### src/rtl/hreg_pkg.sv
package hreg_pkg;
    localparam int DATA_W = 32;
    localparam int ADDR_W = 8;

    // Address map: positions are decoded by software, so they are fixed.
    localparam logic [ADDR_W-1:0] A_ID_HI  = 8'h00;
    localparam logic [ADDR_W-1:0] A_ID_LO  = 8'h01;
    localparam logic [ADDR_W-1:0] A_ID_VER = 8'h02;
    localparam logic [ADDR_W-1:0] A_CTRL   = 8'h08;
    localparam logic [ADDR_W-1:0] A_STAT   = 8'h09;
    localparam logic [ADDR_W-1:0] A_BLK    = 8'h10;
    localparam logic [ADDR_W-1:0] A_DIG    = 8'h20;

    localparam int CTRL_INIT_BIT = 0;
    localparam int CTRL_NEXT_BIT = 1;
    localparam int STAT_RDY_BIT  = 0;
    localparam int STAT_VAL_BIT  = 1;

    typedef enum logic [2:0] {
        RG_NONE,
        RG_ID,
        RG_CTRL,
        RG_STATUS,
        RG_BLOCK,
        RG_DIGEST
    } region_t;

    typedef enum logic [1:0] {
        ST_IDLE,
        ST_INIT,
        ST_NEXT
    } cmd_state_t;
endpackage

### src/rtl/hreg_decode.sv
module hreg_decode
    import hreg_pkg::*;
#(
    parameter int N_WORDS   = 16,
    parameter int DIG_WORDS = 5,
    localparam int IDX_W    = (N_WORDS > 4) ? $clog2(N_WORDS) : 2
) (
    input  logic [ADDR_W-1:0] addr,
    output region_t           region,
    output logic [IDX_W-1:0]  idx,
    output logic              writable
);
    always_comb begin
        region = RG_NONE;
        idx    = '0;
        if (addr == A_ID_HI || addr == A_ID_LO || addr == A_ID_VER) begin
            region = RG_ID;
            idx    = IDX_W'(addr[1:0]);
        end else if (addr == A_CTRL) begin
            region = RG_CTRL;
        end else if (addr == A_STAT) begin
            region = RG_STATUS;
        end else if (int'(addr) >= int'(A_BLK) && int'(addr) < int'(A_BLK) + N_WORDS) begin
            region = RG_BLOCK;
            idx    = IDX_W'(int'(addr) - int'(A_BLK));
        end else if (int'(addr) >= int'(A_DIG) && int'(addr) < int'(A_DIG) + DIG_WORDS) begin
            region = RG_DIGEST;
            idx    = IDX_W'(int'(addr) - int'(A_DIG));
        end
    end

    assign writable = (region == RG_CTRL) || (region == RG_BLOCK);
endmodule

### src/rtl/hreg_cmd_fsm.sv
module hreg_cmd_fsm
    import hreg_pkg::*;
(
    input  logic clk,
    input  logic rst_n,
    input  logic ctrl_wr,
    input  logic want_init,
    input  logic want_next,
    output logic pulse_init,
    output logic pulse_next
);
    cmd_state_t state_q, state_d;

    // State register
    always_ff @(posedge clk or negedge rst_n) begin
        if (!rst_n) state_q <= ST_IDLE;
        else        state_q <= state_d;
    end

    // Transitions: every state leaves after one cycle unless re-commanded
    always_comb begin
        state_d = ST_IDLE;
        unique case (state_q)
            ST_IDLE, ST_INIT, ST_NEXT: begin
                if (ctrl_wr && want_init)      state_d = ST_INIT;
                else if (ctrl_wr && want_next) state_d = ST_NEXT;
                else                           state_d = ST_IDLE;
            end
            default: state_d = ST_IDLE;
        endcase
    end

    // Outputs
    always_comb begin
        pulse_init = 1'b0;
        pulse_next = 1'b0;
        unique case (state_q)
            ST_INIT: pulse_init = 1'b1;
            ST_NEXT: pulse_next = 1'b1;
            default: ;
        endcase
    end
endmodule

### src/rtl/hreg_block_store.sv
module hreg_block_store
    import hreg_pkg::*;
#(
    parameter int N_WORDS  = 16,
    localparam int IDX_W   = (N_WORDS > 4) ? $clog2(N_WORDS) : 2,
    localparam int BLK_W   = N_WORDS * DATA_W
) (
    input  logic              clk,
    input  logic              rst_n,
    input  logic              wr,
    input  logic [IDX_W-1:0]  idx,
    input  logic [DATA_W-1:0] wdata,
    output logic [BLK_W-1:0]  block,
    output logic [DATA_W-1:0] rd_word
);
    // Word 0 lands in the most significant slice of the block.
    for (genvar i = 0; i < N_WORDS; i++) begin : g_word
        logic [DATA_W-1:0] q;
        always_ff @(posedge clk or negedge rst_n) begin
            if (!rst_n)                          q <= '0;
            else if (wr && idx == IDX_W'(i))     q <= wdata;
        end
        assign block[BLK_W-1-i*DATA_W -: DATA_W] = q;
    end

    always_comb begin
        rd_word = '0;
        for (int k = 0; k < N_WORDS; k++) begin
            if (idx == IDX_W'(k)) rd_word = block[BLK_W-1-k*DATA_W -: DATA_W];
        end
    end
endmodule

### src/rtl/hreg_digest_cap.sv
module hreg_digest_cap
    import hreg_pkg::*;
#(
    parameter int DIG_WORDS = 5,
    parameter int IDX_W     = 4,
    localparam int DIG_W    = DIG_WORDS * DATA_W
) (
    input  logic              clk,
    input  logic              rst_n,
    input  logic              valid,
    input  logic [DIG_W-1:0]  digest,
    input  logic [IDX_W-1:0]  idx,
    output logic [DATA_W-1:0] rd_word
);
    logic [DIG_W-1:0] dig_q;

    always_ff @(posedge clk or negedge rst_n) begin
        if (!rst_n)     dig_q <= '0;
        else if (valid) dig_q <= digest;
    end

    always_comb begin
        rd_word = '0;
        for (int j = 0; j < DIG_WORDS; j++) begin
            if (idx == IDX_W'(j)) rd_word = dig_q[DIG_W-1-j*DATA_W -: DATA_W];
        end
    end
endmodule

### src/rtl/hash_regfile.sv
module hash_regfile
    import hreg_pkg::*;
#(
    parameter int          N_WORDS   = 16,
    parameter int          DIG_WORDS = 5,
    parameter logic [31:0] ID_HI     = 32'h68736872,
    parameter logic [31:0] ID_LO     = 32'h65676966,
    parameter logic [31:0] ID_VER    = 32'h302e3130
) (
    input  logic                        clk,
    input  logic                        rst_n,
    input  logic                        sel,
    input  logic                        wr_en,
    input  logic [7:0]                  addr,
    input  logic [31:0]                 wdata,
    output logic [31:0]                 rdata,
    output logic                        err,
    output logic                        core_init,
    output logic                        core_next,
    output logic [N_WORDS*32-1:0]       core_block,
    input  logic                        core_ready,
    input  logic                        core_digest_valid,
    input  logic [DIG_WORDS*32-1:0]     core_digest
);
    localparam int IDX_W = (N_WORDS > 4) ? $clog2(N_WORDS) : 2;

    region_t           region;
    logic [IDX_W-1:0]  idx;
    logic              writable;
    logic              acc_rd, acc_wr, refused;
    logic [DATA_W-1:0] blk_word, dig_word, rd_val;
    logic [DATA_W-1:0] rdata_q;
    logic              err_q;

    hreg_decode #(.N_WORDS(N_WORDS), .DIG_WORDS(DIG_WORDS)) u_dec (
        .addr     (addr),
        .region   (region),
        .idx      (idx),
        .writable (writable)
    );

    assign acc_rd  = sel && !wr_en;
    assign acc_wr  = sel && wr_en;
    assign refused = (acc_wr && !writable) || (acc_rd && region == RG_NONE);

    hreg_cmd_fsm u_cmd (
        .clk        (clk),
        .rst_n      (rst_n),
        .ctrl_wr    (acc_wr && region == RG_CTRL),
        .want_init  (wdata[CTRL_INIT_BIT]),
        .want_next  (wdata[CTRL_NEXT_BIT]),
        .pulse_init (core_init),
        .pulse_next (core_next)
    );

    hreg_block_store #(.N_WORDS(N_WORDS)) u_blk (
        .clk     (clk),
        .rst_n   (rst_n),
        .wr      (acc_wr && region == RG_BLOCK),
        .idx     (idx),
        .wdata   (wdata),
        .block   (core_block),
        .rd_word (blk_word)
    );

    hreg_digest_cap #(.DIG_WORDS(DIG_WORDS), .IDX_W(IDX_W)) u_dig (
        .clk     (clk),
        .rst_n   (rst_n),
        .valid   (core_digest_valid),
        .digest  (core_digest),
        .idx     (idx),
        .rd_word (dig_word)
    );

    always_comb begin
        rd_val = '0;
        unique case (region)
            RG_ID: begin
                if (idx == IDX_W'(0))      rd_val = ID_HI;
                else if (idx == IDX_W'(1)) rd_val = ID_LO;
                else                       rd_val = ID_VER;
            end
            RG_STATUS: begin
                rd_val[STAT_RDY_BIT] = core_ready;
                rd_val[STAT_VAL_BIT] = core_digest_valid;
            end
            RG_BLOCK:  rd_val = blk_word;
            RG_DIGEST: rd_val = dig_word;
            RG_CTRL, RG_NONE: rd_val = '0;
            default:   rd_val = '0;
        endcase
    end

    always_ff @(posedge clk or negedge rst_n) begin
        if (!rst_n) begin
            rdata_q <= '0;
            err_q   <= 1'b0;
        end else begin
            rdata_q <= acc_rd ? rd_val : '0;
            err_q   <= refused;
        end
    end

    assign rdata = rdata_q;
    assign err   = err_q;
endmodule

### config.mk
export PLATFORM = sky130hd
export DESIGN_NAME = hash_regfile
export DESIGN_NICKNAME = d
export VERILOG_FILES = /design/src/rtl/hreg_pkg.sv /design/src/rtl/hreg_decode.sv /design/src/rtl/hreg_cmd_fsm.sv /design/src/rtl/hreg_block_store.sv /design/src/rtl/hreg_digest_cap.sv /design/src/rtl/hash_regfile.sv
export SDC_FILE = /design/constraint.sdc
export NUM_CORES = 1
export LEC_CHECK = 0
export ABC_AREA = 1
export BUFFER_PORTS_ARGS = -buffer_cell sky130_fd_sc_hd__buf_2
export CORE_AREA = 2 2 292 294
export DETAILED_ROUTE_END_ITERATION = 12
export DIE_AREA = 0 0 294 296
export SLEW_MARGIN = 20
export SYNTH_ARGS = -nofsm -noshare
export SYNTH_HDL_FRONTEND = slang
export SYNTH_SLANG_ARGS = --single-unit
### constraint.sdc
create_clock -name clk -period 3.68 [get_ports clk]
set_input_delay 0.368 -clock clk [delete_from_list [all_inputs] [get_ports clk]]
set_output_delay 0.368 -clock clk [all_outputs]
set_load 0.02 [all_outputs]
==> summary.md <==
| Metric | Value |
|---|---|
| Grt ovf | `0` |
| Leakage | `20.7 nW` |
| Core Util, Final | `49.0%` |
| Die Wd | `294 um` |
| Ys flop type | `dfrtp_1` |
| Num ports | `753` |
| CP peak stage delay | `640 ps` |
| Die Ht | `296 um` |
| Clk buf depth | `3` |
| Worst skew pair latency | `640 ps` |
| TritonCTS clock tree | `yes` |
| Ratio of cells with drive above 1 in the final layout | `24.4%` |
| Layout net count | `4758` |
| Mapped Area | `31400 sq um` |
| Cells after DPL | `5403` |
| Num CTS Buffers | `82` |
| Post-synth cell types | `36` |
| Fin crit period | `3280 ps` |
| Routed length per placed instance | `24.0 um` |
| Core ar. | `84200 sq um` |
| Fin area | `41200 sq um` |
| Fmax achieved | `0.305 GHz` |
| Clock skew | `20.9 ps` |
| Vias in the first global route | `28200` |
| Mapped Cells | `3713` |
| First-pass GRT wire length | `196000 um` |
| Crit Path Class | `input port to flip-flop` |
| Avg Cell Area, Syn | `8.47 sq um` |
| Clk pin slew, worst setup/hold paths | `60 ps` |
| EDFF count, synth | `0` |
| Fin crit share | `89.0%` |
| H-tree depth | `3` |
| Pwr Total | `18.8 mW` |
| Worst IR Drop VDD | `0.000309 V` |
| Slew @ Worst Pin | `979 ps` |
| TritonRoute pass-1 iters | `6` |
| Initial antenna violation count | `4` |
| Post-synthesis sequential area ratio | `56.3%` |
| RSZ-0062 raised after global routing | `no` |
| Port bufs | `752` |
| DP Area | `36800 sq um` |
| Post-DRT Antenna Nets | `0` |
| Hold_ws | `34.7 ps` |
| Post-CTS Setup Bufs | `0` |
| Post-CTS Resized | `0` |
| Setup Viol. Count Final | `0` |
| Power Dens Cells | `457 nW/um^2` |
| DP Wirelength | `100000 um` |
| Non-filler cells, final | `5714` |
| Final WL | `137000 um` |
| GRT Util Overall | `30.6%` |
| Crit Path Max Fanout | `21` |
| CP dominant cell by count | `nand2_1` |
| Outcome | `finished, final reports clean` |
| Global placer's final weighted congestion | `0.925` |
| Hold Crit Class | `input port to flip-flop` |
| Worst Setup End Kind | `flip-flop` |
| Synth Net Count | `3919` |
| Final slew viol count | `0` |
| Initial DRC count | `2965` |
| DRC Markers | `0` |
| Area growth, synth to finish | `31.1%` |
| CP required | `4130 ps` |
| Die area | `87000 sq um` |
| Clock root buffer | `clkbuf_16` |
| Max-slew headroom | `34.8%` |
| Clock sink count | `707` |
| Startpoint Class | `input port` |
| Crit-path leading delay family | `simple AND/OR/NAND/NOR gates` |
| Largest net degree at the start of global routing | `104` |
| Post-CTS Hold Fix Bufs | `155` |
| Vias per inst | `5.25` |
| CP max stage cell | `nor2_1` |
| Vias | `30000` |
| Ys async rst share | `100%` |
| Max cap viols | `0` |
| Bufs and invs on worst path | `3` |
| Final Hold Viols | `0` |
| Seq cells post-synth | `707` |
| Rows | `107` |
| Synth warnings | `0` |
| Initial Util | `37.3%` |
| CP Data Arrival Time | `3730 ps` |
| CP cell instances | `buf_2 > inv_1 > nand2_1 > nor2_1 > nand2_1 > nand3_2 > nand2_2 > nor2_4 > buf_4 > nand2_1 > nand2_1 > nand4_1 > nand2_1 > nand3_1 > nand2_1 > nand4_1 > nor2_1 > nand3_1 > nand2_1 > a21oi_1` |
through the flow:
step,TNS [ps],setup slack [ps]
after floorplan,0,1420
after global placement,-125,-125
after detailed placement,-167,-147
after CTS,0,527
after global routing,0,328
final,0,405
registers in the layout (all words and copies together), names as in the netlist:
register        count
u_dig.dig_q       160
u_blk.g_word.q    512
err                 1
rdata              32
u_cmd.state_q       2
layout by cell type, fill, tap and decap left out, types with 3 or more instances in the layout:
cell / instances
o21ai_1: 20
nor4_1: 3
nand2_1: 1138
o21ai_0: 579
o211ai_1: 39
bufinv_16: 5
nor2_2: 5
nand4_1: 77
nor3_1: 4
inv_1: 283
mux2_2: 74
a21oi_1: 192
diode_2: 4
nand3_1: 111
buf_2: 750
clkbuf_1: 15
buf_4: 73
clkinvlp_4: 3
clkbuf_16: 85
nand3_2: 5
a31oi_1: 21
or2_2: 9
clkinv_1: 13
dlygate4sd3_1: 155
o22ai_1: 21
clkinv_2: 13
inv_2: 9
nor2_4: 13
nand2_2: 18
buf_12: 31
clkbuf_8: 26
nor2_1: 75
nor3b_1: 3
or2_0: 30
dfrtp_1: 707
layout make-up:
| class | count | area, sq um |
|---|---|---|
| antenna | 4 | 10.0 |
| clock buffer | 125 | 2530 |
| clock inverter | 27 | 317 |
| fill | 8042 | 43000 |
| inverter | 305 | 1140 |
| multi-input combinational | 2445 | 11700 |
| sequential | 707 | 17700 |
| tap | 1090 | 1360 |
| timing repair buffer | 1011 | 6500 |
layer usage:
layer	global-route usage [%]	part of all wire, %
met5	0	0
met4	10.0	3.4
met3	7.46	9.3
met2	46.8	45
met1	42.6	43
worst reg2reg max path: cells and delay by family (launching register included):
kind,cells,cell delay (ps)
AOI/OAI and AO/OA,1,80
and+or+nand+nor,11,1680
DFF,1,410
cells in the mapped netlist (all sizes together), types with 3 or more instances:
master     n  area [sq um]
o211ai    39           293
nor3b      3          22.5
o22ai     21           131
nor3       4          20.0
mux2      74           833
or2       41           256
nor4       3          18.8
buf       51           273
nor2      93           402
clkinv    12          45.0
o21ai    599          3000
nand4     77           482
nand3    117           623
dfrtp    707         17700
inv      293          1100
a31oi     21           131
a21oi    193           970
nand2   1157          4350
clkbuf   205           771
where the power goes:
group	internal, mW	switching (mW)
Clock	5.11	3.51
Combinational	0.667	1.34
Sequential	8.04	0.170
path summary, 6_finish.rpt:
check / from / to / slack [ps] / cells past startpoint
worst max-delay path: addr[5] / rdata[15] / 400 / 20
worst max register to register: u_blk.g_word[0].q[15] / rdata[15] / 1340 / 12
worst min-delay path: core_digest[32] / u_dig.dig_q[32] / 30 / 3
min in group asynchronous: rst_n / u_dig.dig_q[82] / 300 / 2
worst min register to register: u_blk.g_word[2].q[12] / u_blk.g_word[2].q[12] / 500 / 2
max in group asynchronous: rst_n / u_blk.g_word[10].q[11] / 2210 / 3
kinds of logic (layout without fill, tap and decap cells):
logic type / Yosys count / after routing / synth area share [%]
AOI/OAI and AO/OA: 876 / 876 / 14.5
other: 0 / 4 / 0
and+or+nand+nor: 1495 / 1495 / 19.6
muxes: 74 / 74 / 2.65
buffers and inverters: 561 / 1468 / 6.96
DFF: 707 / 707 / 56.3
No activity file was read; power rests on OpenSTA's default activity.
